[src/rtl/win3_pkg.sv]
package win3_pkg;

    localparam int IMG_W_DEF = 32;
    localparam int IMG_H_DEF = 32;
    localparam int CH_W      = 8;
    localparam int N_CH      = 3;
    localparam int PIX_W     = CH_W * N_CH;
    localparam int KSZ       = 3;
    localparam int N_TAPS    = KSZ * KSZ;

    typedef logic [PIX_W-1:0] pix_t;

    typedef struct packed {
        logic top;
        logic bottom;
        logic left;
        logic right;
    } edge_t;

    typedef struct packed {
        logic  emit;
        logic  first;
        logic  last;
        edge_t edges;
    } slot_tag_t;

    function automatic pix_t keep_if(input pix_t p, input logic keep);
        return keep ? p : '0;
    endfunction

endpackage

[src/rtl/win3_slot_ctrl.sv]
module win3_slot_ctrl
    import win3_pkg::*;
#(
    parameter int IMG_W = IMG_W_DEF,
    parameter int IMG_H = IMG_H_DEF
) (
    input  logic      clk,
    input  logic      rst,
    input  logic      in_valid,
    input  pix_t      in_pixel,
    input  logic      in_sof,
    input  logic      in_eol,
    input  logic      stall,
    output logic      in_ready,
    output logic      fire,
    output pix_t      slot_pix,
    output slot_tag_t tag,
    output logic      err_framing
);

    localparam int ROW_SLOTS = IMG_W + 2;
    localparam int STEP_ROWS = IMG_H + 1;
    localparam int PC_W      = $clog2(ROW_SLOTS);
    localparam int SR_W      = $clog2(STEP_ROWS + 1);

    localparam logic [PC_W-1:0] PC_ONE       = PC_W'(1);
    localparam logic [PC_W-1:0] PC_LAST_PIX  = PC_W'(IMG_W - 1);
    localparam logic [PC_W-1:0] PC_FIRST_PAD = PC_W'(IMG_W);
    localparam logic [PC_W-1:0] PC_END       = PC_W'(ROW_SLOTS - 1);
    localparam logic [SR_W-1:0] SR_ONE       = SR_W'(1);
    localparam logic [SR_W-1:0] SR_FLUSH     = SR_W'(IMG_H);

    logic [PC_W-1:0] pc_q;
    logic [SR_W-1:0] sr_q;
    logic [PC_W-1:0] eff_pc;
    logic [SR_W-1:0] eff_sr;
    logic            pad_slot;
    logic            take;
    logic            restart;
    logic            err_q;

    // A slot is padding in the two columns past the image or in the flush row.
    assign pad_slot = (pc_q >= PC_FIRST_PAD) || (sr_q == SR_FLUSH);
    assign in_ready = !stall && !pad_slot;
    assign take     = in_valid && in_ready;
    assign fire     = take || (pad_slot && !stall);
    assign restart  = take && in_sof;
    assign slot_pix = take ? in_pixel : '0;

    // A start beat is always treated as position (0,0).
    always_comb begin
        eff_pc = restart ? '0 : pc_q;
        eff_sr = restart ? '0 : sr_q;
    end

    always_comb begin
        tag.edges.top    = (eff_sr == SR_ONE);
        tag.edges.bottom = (eff_sr == SR_FLUSH);
        tag.edges.left   = (eff_pc == PC_ONE);
        tag.edges.right  = (eff_pc == PC_FIRST_PAD);
        tag.emit         = (eff_sr != '0) && (eff_pc != '0) && (eff_pc <= PC_FIRST_PAD);
        tag.first        = tag.emit && tag.edges.top && tag.edges.left;
        tag.last         = tag.emit && tag.edges.bottom && tag.edges.right;
    end

    always_ff @(posedge clk) begin
        if (rst) begin
            pc_q <= '0;
            sr_q <= '0;
        end else if (fire) begin
            if (restart) begin
                pc_q <= PC_ONE;
                sr_q <= '0;
            end else if (pc_q == PC_END) begin
                pc_q <= '0;
                sr_q <= (sr_q == SR_FLUSH) ? '0 : sr_q + SR_ONE;
            end else begin
                pc_q <= pc_q + PC_ONE;
            end
        end
    end

    always_ff @(posedge clk) begin
        if (rst) begin
            err_q <= 1'b0;
        end else if (take && in_eol && (eff_pc != PC_LAST_PIX)) begin
            err_q <= 1'b1;
        end
    end

    assign err_framing = err_q;

    // the slot after the last pixel of a row never takes input
    assert_row_gap_R4: assert property (@(posedge clk) disable iff (rst)
        (take && !restart && (pc_q == PC_LAST_PIX)) |=> !in_ready);

    // the framing flag never clears outside reset
    assert_err_sticky_R7: assert property (@(posedge clk) disable iff (rst)
        err_q |=> err_q);

endmodule

[src/rtl/win3_row_delay.sv]
module win3_row_delay
    import win3_pkg::*;
#(
    parameter int DEPTH = IMG_W_DEF + 2
) (
    input  logic clk,
    input  logic en,
    input  pix_t din,
    output pix_t dout
);

    pix_t stage_q [DEPTH];

    always_ff @(posedge clk) begin
        if (en) begin
            stage_q[0] <= din;
            for (int i = 1; i < DEPTH; i++) begin
                stage_q[i] <= stage_q[i-1];
            end
        end
    end

    assign dout = stage_q[DEPTH-1];

endmodule

[src/rtl/win3_tap_array.sv]
module win3_tap_array
    import win3_pkg::*;
#(
    parameter int IMG_W = IMG_W_DEF,
    parameter int IMG_H = IMG_H_DEF
) (
    input  logic                    clk,
    input  logic                    rst,
    input  logic                    fire,
    input  pix_t [KSZ-1:0]          row_in,
    input  slot_tag_t               tag_in,
    input  logic                    out_ready,
    output logic                    out_valid,
    output logic [N_TAPS*PIX_W-1:0] out_taps,
    output logic                    out_first,
    output logic                    out_last
);

    localparam int WIN_TOTAL = IMG_W * IMG_H;
    localparam int CNT_W     = $clog2(WIN_TOTAL + 1);

    pix_t            win_q [KSZ][KSZ];
    slot_tag_t       tag_q;
    logic            valid_q;
    logic [CNT_W-1:0] seen_q;

    // Column KSZ-1 is the newest slot; older columns shift left.
    always_ff @(posedge clk) begin
        if (rst) begin
            for (int r = 0; r < KSZ; r++) begin
                for (int c = 0; c < KSZ; c++) begin
                    win_q[r][c] <= '0;
                end
            end
            tag_q <= '0;
        end else if (fire) begin
            for (int r = 0; r < KSZ; r++) begin
                for (int c = 0; c < KSZ - 1; c++) begin
                    win_q[r][c] <= win_q[r][c+1];
                end
                win_q[r][KSZ-1] <= row_in[r];
            end
            tag_q <= tag_in;
        end
    end

    always_ff @(posedge clk) begin
        if (rst) begin
            valid_q <= 1'b0;
        end else if (fire) begin
            valid_q <= tag_in.emit;
        end else if (out_ready) begin
            valid_q <= 1'b0;
        end
    end

    for (genvar r = 0; r < KSZ; r++) begin : g_row
        for (genvar c = 0; c < KSZ; c++) begin : g_col
            logic keep;
            assign keep = !((r == 0)       && tag_q.edges.top)
                       && !((r == KSZ - 1) && tag_q.edges.bottom)
                       && !((c == 0)       && tag_q.edges.left)
                       && !((c == KSZ - 1) && tag_q.edges.right);
            assign out_taps[(r*KSZ+c)*PIX_W +: PIX_W] = keep_if(win_q[r][c], keep);
        end
    end

    assign out_valid = valid_q;
    assign out_first = valid_q && tag_q.first;
    assign out_last  = valid_q && tag_q.last;

    always_ff @(posedge clk) begin
        if (rst) begin
            seen_q <= '0;
        end else if (out_valid && out_ready) begin
            seen_q <= out_first ? CNT_W'(1) : seen_q + CNT_W'(1);
        end
    end

    // a stalled window holds
    assert_hold_R5: assert property (@(posedge clk) disable iff (rst)
        (out_valid && !out_ready) |=> (out_valid && $stable(out_taps)
                                       && $stable(out_first) && $stable(out_last)));

    // the last window closes a full frame
    assert_last_after_full_R3: assert property (@(posedge clk) disable iff (rst)
        (out_valid && out_last) |-> (seen_q == CNT_W'(WIN_TOTAL - 1)));

    // the top row of the first window is border
    assert_corner_zero_R2: assert property (@(posedge clk) disable iff (rst)
        (out_valid && out_first) |-> (out_taps[KSZ*PIX_W-1:0] == '0));

endmodule

[src/rtl/conv3_window_streamer.sv]
module conv3_window_streamer
    import win3_pkg::*;
#(
    parameter int IMG_W = IMG_W_DEF,
    parameter int IMG_H = IMG_H_DEF
) (
    input  logic                    clk,
    input  logic                    rst,
    input  logic                    in_valid,
    output logic                    in_ready,
    input  logic [PIX_W-1:0]        in_pixel,
    input  logic                    in_sof,
    input  logic                    in_eol,
    output logic                    out_valid,
    input  logic                    out_ready,
    output logic [N_TAPS*PIX_W-1:0] out_taps,
    output logic                    out_first,
    output logic                    out_last,
    output logic                    err_framing
);

    localparam int LINE_DEPTH = IMG_W + 2;
    localparam int N_LINES    = KSZ - 1;

    logic               stall;
    logic               fire;
    pix_t               slot_pix;
    slot_tag_t          tag;
    pix_t [N_LINES-1:0] line_in;
    pix_t [N_LINES-1:0] line_out;
    pix_t [KSZ-1:0]     row_in;

    assign stall = out_valid && !out_ready;

    win3_slot_ctrl #(.IMG_W(IMG_W), .IMG_H(IMG_H)) u_ctrl (
        .clk        (clk),
        .rst        (rst),
        .in_valid   (in_valid),
        .in_pixel   (in_pixel),
        .in_sof     (in_sof),
        .in_eol     (in_eol),
        .stall      (stall),
        .in_ready   (in_ready),
        .fire       (fire),
        .slot_pix   (slot_pix),
        .tag        (tag),
        .err_framing(err_framing)
    );

    // Chain of padded-row delays; line g feeds window row KSZ-2-g.
    for (genvar g = 0; g < N_LINES; g++) begin : g_line
        if (g == 0) begin : g_head
            assign line_in[g] = slot_pix;
        end else begin : g_tail
            assign line_in[g] = line_out[g-1];
        end
        win3_row_delay #(.DEPTH(LINE_DEPTH)) u_delay (
            .clk (clk),
            .en  (fire),
            .din (line_in[g]),
            .dout(line_out[g])
        );
        assign row_in[KSZ-2-g] = line_out[g];
    end
    assign row_in[KSZ-1] = slot_pix;

    win3_tap_array #(.IMG_W(IMG_W), .IMG_H(IMG_H)) u_taps (
        .clk      (clk),
        .rst      (rst),
        .fire     (fire),
        .row_in   (row_in),
        .tag_in   (tag),
        .out_ready(out_ready),
        .out_valid(out_valid),
        .out_taps (out_taps),
        .out_first(out_first),
        .out_last (out_last)
    );

    // a frame start yields no window in the following cycle
    assert_sof_no_window_R6: assert property (@(posedge clk) disable iff (rst)
        (in_valid && in_ready && in_sof) |=> !out_valid);

endmodule

[config.mk]
export PLATFORM = sky130hd
export DESIGN_NAME = conv3_window_streamer
export DESIGN_NICKNAME = d
export VERILOG_FILES = /design/src/rtl/win3_pkg.sv /design/src/rtl/win3_slot_ctrl.sv /design/src/rtl/win3_row_delay.sv /design/src/rtl/win3_tap_array.sv /design/src/rtl/conv3_window_streamer.sv
export SDC_FILE = /design/constraint.sdc
export NUM_CORES = 1
export LEC_CHECK = 0
export ABC_AREA = 1
export BUFFER_PORTS_ARGS = -buffer_cell sky130_fd_sc_hd__clkbuf_2
export CAP_MARGIN = 20
export CELL_PAD_IN_SITES_DETAIL_PLACEMENT = 0
export CELL_PAD_IN_SITES_GLOBAL_PLACEMENT = 1
export CORE_MARGIN = 2
export CORE_UTILIZATION = 55
export CTS_BUF_LIST = sky130_fd_sc_hd__clkbuf_4 sky130_fd_sc_hd__clkbuf_8
export DETAILED_ROUTE_END_ITERATION = 7
export PLACE_DENSITY_LB_ADDON = 0.1
export SYNTH_ARGS = -nofsm -noshare
export SYNTH_HDL_FRONTEND = slang
export SYNTH_HIERARCHICAL = 1
export SYNTH_SLANG_ARGS = --single-unit
[constraint.sdc]
create_clock -name clk -period 21 [get_ports clk]
set_input_delay 1.05 -clock clk [delete_from_list [all_inputs] [get_ports clk]]
set_output_delay 1.05 -clock clk [all_outputs]
set_load 0.02 [all_outputs]
Yosys cells after proc, flatten, opt, wreduce, memory -nomap -nowiden --
Memory sizes are Yosys's and may differ from the RTL's. Index checks and enable logic that the tools add are counted.
Operators by class: $add $sub $neg 2, magnitude comparators 2, eq/ne operators 7, reductions and logical operators 33, bitwise operators 9, multiplexer cells 33
Operators with widths (number):
- $mux W24 | 18
- $mux W6 | 7
- $eq A6 B6 Y1 const B | 4
- $logic_and A1 B1 Y1 | 19
- $add A6 B1 Y6 const B | 2
- $eq A6 B1 Y1 const B | 2
- $reduce_bool A6 Y1 | 2
- $or A1 B1 Y1 | 9
- $mux W1 | 8
- $logic_not A1 Y1 | 7
- $ge A6 B6 Y1 const B | 1
- $le A6 B6 Y1 const B | 1
- $ne A6 B5 Y1 const B | 1
- $reduce_bool A2 Y1 | 2
- $logic_or A1 B1 Y1 | 2
- $reduce_and A2 Y1 | 1
Word-level totals: register bits 20, bits of input ports 30, output and inout bits 221, RAM bits 1848, word-level logic and storage cells 99, memories kept 3
Memories:
- g_line[0].u_delay.stage_q | words 34, width 24, rd ports 34, clocked after Yosys merged registers in 0, wr ports 34, line win3_row_delay.sv:12 | pix_t stage_q [DEPTH];
- g_line[1].u_delay.stage_q | words 34, width 24, rd ports 34, clocked after Yosys merged registers in 0, wr ports 34, line win3_row_delay.sv:12
- u_taps.win_q | words 3, width 72, rd ports 3, clocked after Yosys merged registers in 0, wr ports 3, line win3_tap_array.sv:22 | pix_t win_q [KSZ][KSZ];

Longest topological paths before layout --
Gate-level depths: netlist of run 1.
depth in word-level cells 12, depth in mapped cells 14, depth with buffers taken out 12

Modules after synthesis --
The synthesis of run 1 kept the hierarchy.
Modules (own cells, without submodules):
- win3_row_delay | cells each 816, area an instance 24503.5 um2, instances 2, sequential area each 24503.5 um2
- win3_tap_array | cells each 1026, area an instance 10148.5 um2, instances 1, sequential area each 6626.4 um2
- win3_slot_ctrl | cells each 193, area an instance 1151.1 um2, instances 1, sequential area each 260.2 um2
- conv3_window_streamer | cells each 2, area an instance 10.0 um2, instances 1, sequential area each 0.0 um2

Worst setup path after synthesis of run 1 --
OpenSTA, ideal clock, no wires.
path type in2reg, start input port out_ready, end memory u_taps/win_q[0][0] (netlist bit) (enable), path buffers 2, cell stages on the path 8, arrival 14146 ps, data required time 20434 ps, slack 6287 ps, library setup time 566 ps, cell sequence nor2_2 inv_1 nand2_4 clkinv_4 buf_6 buf_4 nor2_1 inv_1
RTL lines:
- start: declaration | line conv3_window_streamer.sv:15 | input logic out_ready,
- end: declaration | line win3_tap_array.sv:22

==> flow_summary.toml, run 1 <==
[critical_path]
cp_max_fo = 210
crit_start = "u_ctrl/sr_q[0]"
critPathLaunchType = "flop"
critPathCaptureType = "flop"
rr_startpoint = "u_ctrl/sr_q[0]"
path_class = "reg2reg"
worstPathArrival_ns = 7.03
crit_required_ns = 21.48

[final_layout]
final_layout_size_suffix_gt1_frac = 0.232
utilization = 0.630
fin_cells = 4981
finalInstanceArea_mm2 = 0.0686
areaGrowthSynthToFinish_pct = 13.7
fillers = 7545
nets = 3392

[global_routing]
antenna_found_initial = 1
grt_usage = 0.144
grt_remaining_overflow = 0
grt_max_degree = 211
grt_pass1_vias = 24700
grt_pass1_wl_um = 127000

[route]
drt-vias-per-instance = 4.84
drt_wl_total_um = 80500
drc = 0
via_count = 24100
wl_per_cell_um = 16.2
drt_iter0_drc = 2011
antenna_left = 0
drtPass1Iterations = 5

[sta]
setup_slack_ns = 14.44
finalMaxSlewViolations = 0
setup_viol = 0
max_freq_ghz = 0.153
clock_skew_ns = 0.0446
rsz0062_at_grt = "false"
maxSlewHeadroom = 0.257
fin_crit_ns = 6.56
fin_setup_tns_ns = 0
period_share = 0.312
hold_viol = 0
worstMarginPinSlew_ns = 1.11

[min_path]
hp-class = "reg2reg"
worstHoldStart = "g_line[0].u_delay/stage_q[31][13]"

[clock_network]
clk_path_buf_depth = 4
htreeDepth = 5
root_buffer = "clkbuf_8"
post_cts_buffers = 0
cts_tree = "built"
cts_num_sinks = 1868
numCtsBuffers = 304
post_cts_resized = 0
path_clk_slew_ns = 0.06
insertion_delay_ns = 0.91
cts.hold.buffers_added = 0

[die]
die_y_um = 335
core.rowCount = 121
initial_core_util = 0.554
coreArea_mm2 = 0.109
dieWidth_um = 335
io-pin-count = 251
die-area_mm2 = 0.112

[logic_synthesis]
synth_area_leaders = "edfxtp_1, nor2_1, inv_1"
yosys_warnings = 6
yosys_register_bits = 1868
yosysTopAreaCell = "edfxtp_1"
post_synth_num_cell_types = 33
synth_top_area_frac = 0.920
syn_avg_cell_area_um2 = 21.1
syn-num-nets = 2888
syn-instance-count = 2853
yosysSeqAreaShare = 0.927
syn_area_mm2 = 0.0603

[pwr]
power.leakage_nw = 25.1
power.density_mw_per_mm2 = 109
peakVddDrop_uv = 49.4

[placement]
dp_hpwl_um = 41500
placed_cell_area_mm2 = 0.0630
routabilityCongestion = 0.816
portBuffers = 250
pre_cts_slack_ns = 13.91
numPlacedInstances = 4465

[run_status]
outcome = "complete, no violations"

[run]
cap_violations = 0
-- sequential cells by signal, summed over array words and instances, names as in the netlist --
register                cells
g_line.u_delay/stage_q   1632
u_ctrl/err_framing          1
u_ctrl/pc_q                 6
u_ctrl/sr_q                 6
u_taps/win_q              216
u_taps/out_valid            1
u_taps/tag_q                6
-- cell usage after synthesis, drive strengths merged --
cell type  count
nand4          7
o22ai          1
nor4           4
o21ai          4
buf           64
edfxtp      1848
inv          348
o21bai         1
xor2           4
clkbuf         8
nand3         22
nor3           1
dfxtp         20
ha             5
nand2         52
a211oi         1
clkinv         2
xnor2          1
a31oi          1
a21oi          6
nor2         453
-- per-stage QoR --
stage / hold WS [ns] / power [mW]
after floorplan: 0.400 / 4.64
after global placement: 0.400 / 4.67
after detailed placement: 0.405 / 4.68
after CTS: 0.360 / 7.57
after global routing: 0.378 / 7.77
final: 0.377 / 7.44
-- kinds of logic after synthesis --
family | share of synthesized area
flops | 0.927
simple gates | 0.0396
buf+inv | 0.0306
compound gates | 0.00143
xor+xnor | 0.000726
fa+ha+maj | 0.00104
-- final timing paths --
path,cells past startpoint,slack [ns],end
setup reg to reg,13,14.44,g_line[0].u_delay/stage_q[0][1]
hold / removal,0,0.38,g_line[0].u_delay/stage_q[32][13]
hold reg to reg,0,0.38,g_line[0].u_delay/stage_q[32][13]
setup / recovery,13,14.44,g_line[0].u_delay/stage_q[0][1]
-- where the power goes --
part | leakage [nW] | switching (mW) | internal [mW] | total [mW]
Combinational | 3.62 | 0.161 | 0.0394 | 0.201
Clock | 2.91 | 1.29 | 1.55 | 2.84
Sequential | 18.5 | 0.0585 | 4.34 | 4.40
Total | 25.1 | 1.51 | 5.93 | 7.44
-- cell type report --
type,instances,area [um2],share of cell area
well taps,1414,1770,0.0258
multi-input cells,563,2590,0.0377
clock inverters,112,562,0.00819
clock buffers,403,4950,0.0721
repair buffers,270,1450,0.0212
inverters,350,1350,0.0197
diodes,1,2.50,0.0000365
flip-flops and latches,1868,55900,0.815
-- worst max-delay path, stage by stage (launching register included) --
cell,delay [ns]
dfxtp_1,0.34
inv_1,0.15
ha_1,0.17
nand2_1,0.07
clkinv_1,0.09
nand3_4,0.10
nand3_2,0.11
nand2_4,0.10
clkinv_16,0.43
buf_4,0.88
buf_4,0.85
buf_4,0.91
buf_4,0.94
buf_4,0.80
-- cell usage in the layout (no fill, tap or decap), drive strengths merged --
cell,netlist,layout
dfxtp,20,20
nand4,7,7
nor4,4,4
edfxtp,1848,1848
nor2,453,453
nand3,22,22
xor2,4,4
ha,5,5
inv,348,354
clkinvlp,0,7
o21bai,1,1
xnor2,1,1
nor3,1,1
diode,0,1
nand2,52,52
a31oi,1,1
buf,64,20
o22ai,1,1
clkinv,2,99
o21ai,4,4
a21oi,6,6
bufinv,0,2
a211oi,1,1
clkbuf,8,653
-- per-layer routing --
metal	global-route usage	vias up	part of all wire
li1	-	11300	-
met1	0.206	11900	0.47
met2	0.207	705	0.44
met3	0.0446	156	0.069
met4	0.0598	0	0.022
met5	0	-	0
Note: power is estimated with default switching activity, not from simulation.
==> run 2, diff against run 1 <==
Clock period 21 ns to 6.3 ns, I/O delays scaled along.
==> flow_summary.toml, run 2 (synthesis results as in run 1) <==
[die]
coreArea_mm2 = 0.109
die_y_um = 335
core.rowCount = 121
dieWidth_um = 335
io-pin-count = 251
initial_core_util = 0.554
die-area_mm2 = 0.112

[critical_path]
worstPathArrival_ns = 4.24
path_class = "reg2reg"
crit_path_cell_trace = "inv_2 -> ha_4 -> nand2_2 -> clkinv_2 -> nand3_4 -> nand3_2 -> nand2_4 -> clkinv_16 -> buf_12 -> buf_12"
reg2reg_slack_ns = 2.55
cp_slowest_cell = "buf_12"
rr_worst_depth = 10
cp_max_fo = 219
path_delay_family = "buffers and inverters"
cpPeakStageDelay_ns = 0.83
crit_required_ns = 6.79
cp_common_cell = "buf_12"
rr_startpoint = "u_ctrl/sr_q[1]"
critPathCaptureType = "flop"
r2r-end = "g_line[0].u_delay/stage_q[17][8]"
cp_num_buf_inv = 5
critPathLaunchType = "flop"

[run_status]
outcome = "complete, no violations"

[clock_network]
post_cts_buffers = 0
cts_tree = "built"
htreeDepth = 5
root_buffer = "clkbuf_8"
numCtsBuffers = 302
path_clk_slew_ns = 0.06
insertion_delay_ns = 0.90
cts_num_sinks = 1868
clk_path_buf_depth = 4

[route]
drc = 0
drt_wl_total_um = 81200
drt_iter0_drc = 1992
via_count = 24300
drt-vias-per-instance = 4.86
antenna_left = 0
wl_per_cell_um = 16.2
drtPass1Iterations = 7

[min_path]
hp-class = "in2reg"
hold_end = "g_line[0].u_delay/stage_q[0][9]"
hold_depth = 4
worstHoldStart = "in_pixel[9]"

[final_layout]
layout_common_cells = "edfxtp_1, nor2_1, inv_1"
final_layout_size_suffix_gt1_frac = 0.232
nets = 3425
fillers = 7508
finalInstanceArea_mm2 = 0.0690
largest_reg_flops = 1632
final_common_cell = "edfxtp_1"
largest_register = "g_line.u_delay/stage_q"
areaGrowthSynthToFinish_pct = 14.4
reg_top3 = "g_line.u_delay/stage_q x1632, u_taps/win_q x216"

[global_routing]
antenna_found_initial = 1
grt_max_degree = 220
grt_remaining_overflow = 0
grt_usage = 0.145
grt_pass1_wl_um = 129000
grt_pass1_vias = 24800

[sta]
period_share = 0.596
rsz0062_at_grt = "false"
clock_skew_ns = 0.0480
maxSlewHeadroom = 0.260
fin_crit_ns = 3.75
worstMarginPinSlew_ns = 1.11
max_freq_ghz = 0.267
hold_viol = 0
setup_viol = 0
finalMaxSlewViolations = 0

[placement]
dp_hpwl_um = 40600
portBuffers = 250
routabilityCongestion = 0.816
placed_cell_area_mm2 = 0.0631

[pwr]
peakVddDrop_uv = 185
power.density_mw_per_mm2 = 361
power.leakage_nw = 25.3
power_mw = 24.9

[run]
cap_violations = 0
-- run 2: changes by cell type in the layout (fill, tap and decap cells not counted), moves of 2 or more --
cell,previous run,this run
dlygate4sd3_1,0,35
clkinv_1,75,57
clkbuf_4,96,87
buf_4,16,11
clkinv_2,22,27
buf_12,4,8
bufinv_16,2,5
clkinv_8,0,2
inv_1,345,343
inv_2,2,4
inv_6,6,4
-- run 2: final cells by class --
class                      instances  area, um2  area share
sequential                      1868      55900       0.810
clock buffer                     395       4890      0.0709
multi-input combinational        563       2610      0.0378
timing repair buffer             305       1870      0.0271
tap                             1414       1770      0.0256
inverter                         350       1350      0.0195
clock inverter                    99        599     0.00869
antenna                            1       2.50   0.0000363
-- run 2: what timing repair did --
item,CTS,global route
hold buffers,35,0
endpoints found under the hold margin,66,0
gates resized for setup,0,0
-- run 2: where the power goes --
part | switching, mW | internal, mW | total (mW)
combinational | 0.546 | 0.149 | 0.695
clock | 4.30 | 5.23 | 9.53
sequential | 0.193 | 14.5 | 14.7
-- run 2: layer usage --
metal | part of all wire | GRT usage | up-vias
li1 | - | - | 11400
met2 | 0.44 | 0.204 | 684
met3 | 0.064 | 0.0431 | 170
met4 | 0.021 | 0.0585 | 0
met5 | 0 | 0 | -
met1 | 0.48 | 0.214 | 12000
-- run 2: stage by stage --
stage | utilization | setup TNS (ns) | setup WS [ns] | cells | hold WS (ns)
CTS | 0.633 | 0 | 2.64 | 4993 | 0.203
detailed placement | 0.580 | 0 | 2.64 | 4464 | 0.405
finish | 0.634 | 0 | 2.55 | 4995 | 0.332
floorplan | - | -394.93 | -1.83 | 2853 | 0.377
global placement | 0.580 | 0 | 2.77 | 4464 | 0.400
global route | 0.634 | 0 | 2.39 | 4995 | 0.269
-- run 2: worst max path at each step --
stage                          from                          endpoint  slack (ns)  cells past startpoint
floorplan            u_ctrl/sr_q[0]                u_taps/win_q[0][0]       -1.83                     12
global placement     u_ctrl/sr_q[1]   g_line[0].u_delay/stage_q[0][0]        2.77                     10
detailed placement   u_ctrl/sr_q[1]  g_line[0].u_delay/stage_q[1][14]        2.64                     10
CTS                 u_taps/tag_q[1]                     out_taps[148]        2.64                      5
global route         u_ctrl/sr_q[1]  g_line[1].u_delay/stage_q[32][3]        2.39                     10
finish               u_ctrl/sr_q[1]  g_line[0].u_delay/stage_q[17][8]        2.55                     10
-- run 2: worst reg2reg max path: stages (launching register included) --
cell	delay (ns)
dfxtp_1	0.37
inv_2	0.12
ha_4	0.14
nand2_2	0.05
clkinv_2	0.07
nand3_4	0.10
nand3_2	0.12
nand2_4	0.11
clkinv_16	0.24
buf_12	1.01
buf_12	0.84
